===== config.mk =====
export PLATFORM = sky130hd
export DESIGN_NAME = daisy_irq_unit
export DESIGN_NICKNAME = d
export VERILOG_FILES = /design/src/rtl/daisy_irq_pkg.sv /design/src/rtl/daisy_req_latch.sv /design/src/rtl/daisy_ack_capture.sv /design/src/rtl/daisy_chain.sv /design/src/rtl/daisy_vec_mux.sv /design/src/rtl/daisy_irq_unit.sv
export SDC_FILE = /design/constraint.sdc
export NUM_CORES = 1
export LEC_CHECK = 0
export CAP_MARGIN = 40
export CORE_MARGIN = 8
export CORE_UTILIZATION = 45
export CTS_CLUSTER_DIAMETER = 120
export CTS_CLUSTER_SIZE = 12
export DETAILED_ROUTE_END_ITERATION = 10
export DONT_BUFFER_PORTS = 1
export HOLD_SLACK_MARGIN = 0.15
export PLACE_DENSITY = 0.73
export SETUP_SLACK_MARGIN = 0.15
export SLEW_MARGIN = 20
export SYNTH_ARGS = -nofsm -noshare
export SYNTH_HDL_FRONTEND = slang
export SYNTH_SLANG_ARGS = --single-unit

===== constraint.sdc =====
create_clock -name clk -period 1.2 [get_ports clk]
set_input_delay 0.18 -clock clk [delete_from_list [all_inputs] [get_ports clk]]
set_output_delay 0.18 -clock clk [all_outputs]
set_load 0.005 [all_outputs]

===== src/rtl/daisy_irq_pkg.sv =====
package daisy_irq_pkg;

   typedef enum logic [0:0] {
      CHAIN_RIPPLE    = 1'b0,
      CHAIN_LOOKAHEAD = 1'b1
   } chain_style_e;

   function automatic int unsigned stage_vector(input int unsigned idx,
                                                input int unsigned base,
                                                input int unsigned step);
      return base + idx * step;
   endfunction

endpackage


===== src/rtl/daisy_req_latch.sv =====
module daisy_req_latch #(
   parameter int unsigned N_STAGES = 8
) (
   input  logic                clk,
   input  logic                rst_n,
   input  logic [N_STAGES-1:0] set_i,
   input  logic [N_STAGES-1:0] clr_i,
   output logic [N_STAGES-1:0] pend_o
);

   for (genvar g = 0; g < N_STAGES; g++) begin : g_flag
      always_ff @(posedge clk or negedge rst_n) begin
         if (!rst_n)
            pend_o[g] <= 1'b0;
         else if (clr_i[g])
            pend_o[g] <= 1'b0;
         else if (set_i[g])
            pend_o[g] <= 1'b1;
      end
   end

endmodule


===== src/rtl/daisy_ack_capture.sv =====
module daisy_ack_capture #(
   parameter int unsigned N_STAGES = 8
) (
   input  logic                clk,
   input  logic                rst_n,
   input  logic                inta,
   input  logic [N_STAGES-1:0] pend_i,
   output logic                ack_live_o,
   output logic [N_STAGES-1:0] snap_o
);

   logic ack_rise;

   assign ack_rise = inta & ~ack_live_o;

   always_ff @(posedge clk or negedge rst_n) begin
      if (!rst_n)
         ack_live_o <= 1'b0;
      else
         ack_live_o <= inta;
   end

   always_ff @(posedge clk or negedge rst_n) begin
      if (!rst_n)
         snap_o <= '0;
      else if (ack_rise)
         snap_o <= pend_i;
   end

endmodule


===== src/rtl/daisy_chain.sv =====
module daisy_chain
   import daisy_irq_pkg::*;
#(
   parameter int unsigned  N_STAGES    = 8,
   parameter chain_style_e CHAIN_STYLE = CHAIN_RIPPLE
) (
   input  logic                ack_i,
   input  logic [N_STAGES-1:0] snap_i,
   output logic [N_STAGES-1:0] grant_o,
   output logic                tail_o
);

   logic [N_STAGES:0] pi;

   assign pi[0] = ack_i;

   if (CHAIN_STYLE == CHAIN_RIPPLE) begin : g_ripple
      for (genvar g = 0; g < N_STAGES; g++) begin : g_stage
         assign pi[g+1]    = pi[g] & ~snap_i[g];
         assign grant_o[g] = pi[g] &  snap_i[g];
      end
   end else begin : g_lookahead
      for (genvar g = 0; g < N_STAGES; g++) begin : g_stage
         localparam logic [N_STAGES-1:0] UPTO = {N_STAGES{1'b1}} >> (N_STAGES - 1 - g);
         assign pi[g+1]    = ack_i & ~|(snap_i & UPTO);
         assign grant_o[g] = pi[g] & snap_i[g];
      end
   end

   assign tail_o = pi[N_STAGES];

endmodule


===== src/rtl/daisy_vec_mux.sv =====
module daisy_vec_mux
   import daisy_irq_pkg::*;
#(
   parameter int unsigned N_STAGES  = 8,
   parameter int unsigned VEC_W     = 8,
   parameter int unsigned VEC_BASE  = 64,
   parameter int unsigned VEC_STEP  = 4
) (
   input  logic [N_STAGES-1:0] grant_i,
   output logic [VEC_W-1:0]    vec_o
);

   logic [VEC_W-1:0] term [N_STAGES];

   for (genvar g = 0; g < N_STAGES; g++) begin : g_term
      localparam logic [VEC_W-1:0] VEC = VEC_W'(stage_vector(g, VEC_BASE, VEC_STEP));
      assign term[g] = {VEC_W{grant_i[g]}} & VEC;
   end

   always_comb begin
      vec_o = '0;
      for (int k = 0; k < N_STAGES; k++)
         vec_o = vec_o | term[k];
   end

endmodule


===== src/rtl/daisy_irq_unit.sv =====
module daisy_irq_unit
   import daisy_irq_pkg::*;
#(
   parameter int unsigned  N_STAGES    = 8,
   parameter int unsigned  VEC_W       = 8,
   parameter int unsigned  VEC_BASE    = 64,
   parameter int unsigned  VEC_STEP    = 4,
   parameter chain_style_e CHAIN_STYLE = CHAIN_RIPPLE
) (
   input  logic                clk,
   input  logic                rst_n,
   input  logic [N_STAGES-1:0] req_set,
   input  logic [N_STAGES-1:0] req_clr,
   input  logic                inta,
   output logic                irq_n,
   output logic [N_STAGES-1:0] grant,
   output logic [VEC_W-1:0]    vec_bus,
   output logic                ack_out
);

   localparam longint unsigned TOP_VEC  = longint'(VEC_BASE) + longint'(N_STAGES - 1) * longint'(VEC_STEP);
   localparam longint unsigned VEC_SPAN = longint'(1) << VEC_W;

   if (N_STAGES < 2 || N_STAGES > 256) begin : g_bad_n
      $error("daisy_irq_unit: N_STAGES out of range");
   end
   if (VEC_W < 1 || VEC_W > 32) begin : g_bad_w
      $error("daisy_irq_unit: VEC_W out of range");
   end
   if (VEC_STEP == 0) begin : g_bad_step
      $error("daisy_irq_unit: VEC_STEP must be non-zero so vectors differ");
   end
   if (TOP_VEC >= VEC_SPAN) begin : g_bad_span
      $error("daisy_irq_unit: last vector does not fit in VEC_W bits");
   end

   logic [N_STAGES-1:0] pend;
   logic [N_STAGES-1:0] snap;
   logic                ack_live;

   daisy_req_latch #(.N_STAGES(N_STAGES)) u_latch (
      .clk    (clk),
      .rst_n  (rst_n),
      .set_i  (req_set),
      .clr_i  (req_clr),
      .pend_o (pend)
   );

   daisy_ack_capture #(.N_STAGES(N_STAGES)) u_capture (
      .clk        (clk),
      .rst_n      (rst_n),
      .inta       (inta),
      .pend_i     (pend),
      .ack_live_o (ack_live),
      .snap_o     (snap)
   );

   daisy_chain #(.N_STAGES(N_STAGES), .CHAIN_STYLE(CHAIN_STYLE)) u_chain (
      .ack_i   (ack_live),
      .snap_i  (snap),
      .grant_o (grant),
      .tail_o  (ack_out)
   );

   daisy_vec_mux #(
      .N_STAGES (N_STAGES),
      .VEC_W    (VEC_W),
      .VEC_BASE (VEC_BASE),
      .VEC_STEP (VEC_STEP)
   ) u_vmux (
      .grant_i (grant),
      .vec_o   (vec_bus)
   );

   assign irq_n = ~|pend;

endmodule


==> reports/results.ini <==
[drt]
routed_wl_um = 2260
drc = 0
final_antenna_net_count = 0
vias = 740
first_pass_iters = 4
drtIter0Drc = 4
vias_per_cell = 4.90
avgRoutedWirePerCell_um = 15.0

[cells_and_area]
mostFrequentLayoutCells = buf_4 (20), nor2_1 (19), dlygate4sd3_1 (17), dfrtp_1 (16), buf_6 (8)
antenna_cells = 0
layout-drive-gt1-share = 0.476
fin_util = 0.813
fillCellCount = 110
syn_to_final_growth_pct = 73.7
nets = 146
layout_commonest_cell = buf_4

[critical_path]
worstSetupStartpointType = flop
r2r-end = u_capture.snap_o[0]$_DFFE_PN0P_
rr_worst_depth = 6
cp.required_ns = 1.02
crit_path_end_kind = primary output
cp_data_arrival_time_ns = 1.42
r2r-start = u_capture.ack_live_o$_DFF_PN0_
path_max_fanout = 4
critical_path_class = flop to primary output
r2r_slack_ns = -0.24

[clocking]
cts_buffers = 3
cts_num_sinks = 17
cts_tree = done
clock_path_buffers = 2
holdBufCountCts = 18
clk_latency_ns = 0.28
clk_pin_slew_ns = 0.09
cts_max_level = 1
cts.root.buffer_cell = clkbuf_4

[global_route]
overflow = 0
grt_use_total = 0.137
antenna_found_initial = 0
grt_util_met1 = 0.134
grt_pass1_wl_um = 3620
grt_pass1_vias = 800
gr-usage-met2 = 0.258
gr-max-usage-layer = met2
grt_max_degree = 18
use_met3 = 0.0397

[floorplan]
design.die.area_um2 = 3380
die_h_um = 58.2
ios = 37
fp-row-count = 15
core_region_area_um2 = 1710
die_w_um = 58.2
start_util = 0.468

[logic_synthesis]
syn_avg_cell_area_um2 = 10.3
ys_types = 24
yosys_register_bits = 17
yosysSeqAreaShare = 0.532
yosysWarnings = 0
synth_area_um2 = 800
synthCells = 78

[status]
status = finished, violations left
violations = setup timing

[power]
power.leakage_uw = 0.000656
vdd_drop_max_mv = 0.920
power_density_nw_per_um2 = 1090

[sta]
fin_ws_ns = -0.404
setup_viol = 22
period_needed_ns = 1.60
totalNegativeSetupSlack_ns = -5.77
fmax_mhz = 623
hold_viol = 0
relSlewSlack = 0.508
rsz0062_at_grt = true
slew_viol_final = 0
fin_skew_ns = 0.00231
max_slew.worst_pin.slew_ns = 0.738
period_share = 1.34

[worst_hold_path]
hp-class = input pin to asynchronous set/reset pin

[place]
gp_congestion = 0.808
hpwlAfterDp_um = 1470
port_buffers = 0

[flow_run]
cap_viol_max_count = 0

## cell type report
cell class | count | area (um^2) | area share
multi-input cells | 57 | 474 | 0.341
flip-flops and latches | 17 | 427 | 0.307
repair buffers | 46 | 423 | 0.305
inverters | 2 | 7.51 | 0.00541
clock buffers | 4 | 26.3 | 0.0189
well taps | 25 | 31.3 | 0.0225
## where the power goes
part / leakage [uW] / total [uW] / internal (uW) / switching (uW)
logic: 0.000430 / 535 / 314 / 221
clock network: 0.0000150 / 290 / 129 / 161
registers: 0.000211 / 686 / 634 / 52.2
## repair_timing
item	CTS	global route
pin swaps	9	6
setup endpoints to repair	21	22
buffers inserted	5	2
endpoints found under the hold margin	26	17
gates resized for setup	24	13
## stage by stage
step                cell area, um^2  power (uW)  hold slack, ns  worst slack (ns)  std cells
detailed placement              992        1020          -0.115            -0.114        122
floorplan                       841         874          -0.116           -0.0407         81
global route                   1390        1590          0.0739            -0.461        151
finish                         1390        1510          0.0178            -0.404        151
global placement                992        1010          -0.115           -0.0775        122
CTS                            1340        1470           0.279            -0.399        149
## critical path: stages (launching register included)
cell,delay (ns)
dfrtp_1,0.42
or4_4,0.56
o21ai_4,0.17
## worst max path at each step
stage / from / end / slack (ns) / cells after the start
global route: u_capture.snap_o[4]$_DFFE_PN0P_ / vec_bus[2] / -0.46 / 2
detailed placement: u_capture.snap_o[0]$_DFFE_PN0P_ / grant[5] / -0.11 / 3
CTS: u_capture.snap_o[0]$_DFFE_PN0P_ / grant[6] / -0.40 / 4
global placement: u_capture.ack_live_o$_DFF_PN0_ / vec_bus[2] / -0.08 / 3
finish: u_capture.snap_o[4]$_DFFE_PN0P_ / vec_bus[2] / -0.40 / 2
floorplan: u_capture.snap_o[4]$_DFFE_PN0P_ / vec_bus[2] / -0.04 / 2
## logic make-up (layout without fill, tap and decap cells)
| logic type | count (synthesis) | after routing | share of synthesized area |
|---|---|---|---|
| AOI/OAI and AO/OA | 6 | 6 | 0.0423 |
| muxes | 7 | 7 | 0.0986 |
| buffers and inverters | 7 | 52 | 0.0532 |
| and+or+nand+nor | 40 | 40 | 0.269 |
| other | 1 | 4 | 0.00469 |
| DFF | 17 | 17 | 0.532 |
## registers in the layout (all words and copies together) (netlist names)
| name | cells |
|---|---|
| u_capture.snap_o | 8 |
| u_capture.ack_live_o | 1 |
| u_latch.pend_o | 8 |
## synth_stat cells
library cell   n  area, um^2
and4b_1        1        10.0
and3b_1        2        17.5
buf_4          4        30.0
or4_2          1        8.76
inv_1          2        7.51
buf_2          1        5.00
a21boi_0       1        7.51
nor2_1        22        82.6
or4_1          2        15.0
a21oi_1        1        5.00
o21ai_0        2        10.0
o21ai_1        1        5.00
nor3b_1        1        7.51
nor4_1         2        12.5
mux2_2         7        78.8
nor2b_1        1        6.26
nor3b_2        1        12.5
nor4bb_1       1        10.0
nand2_1        2        7.51
dfrtp_1       17         425
and2_1         2        12.5
a31oi_1        1        6.26
and3_1         2        12.5
conb_1         1        3.75
## routing by layer
metal	up-vias	share of wire
met1	351	0.38
li1	355	-
met5	-	0
met3	6	0.062
met4	0	0.018
met2	28	0.54
(Power assumes the default switching activity.)
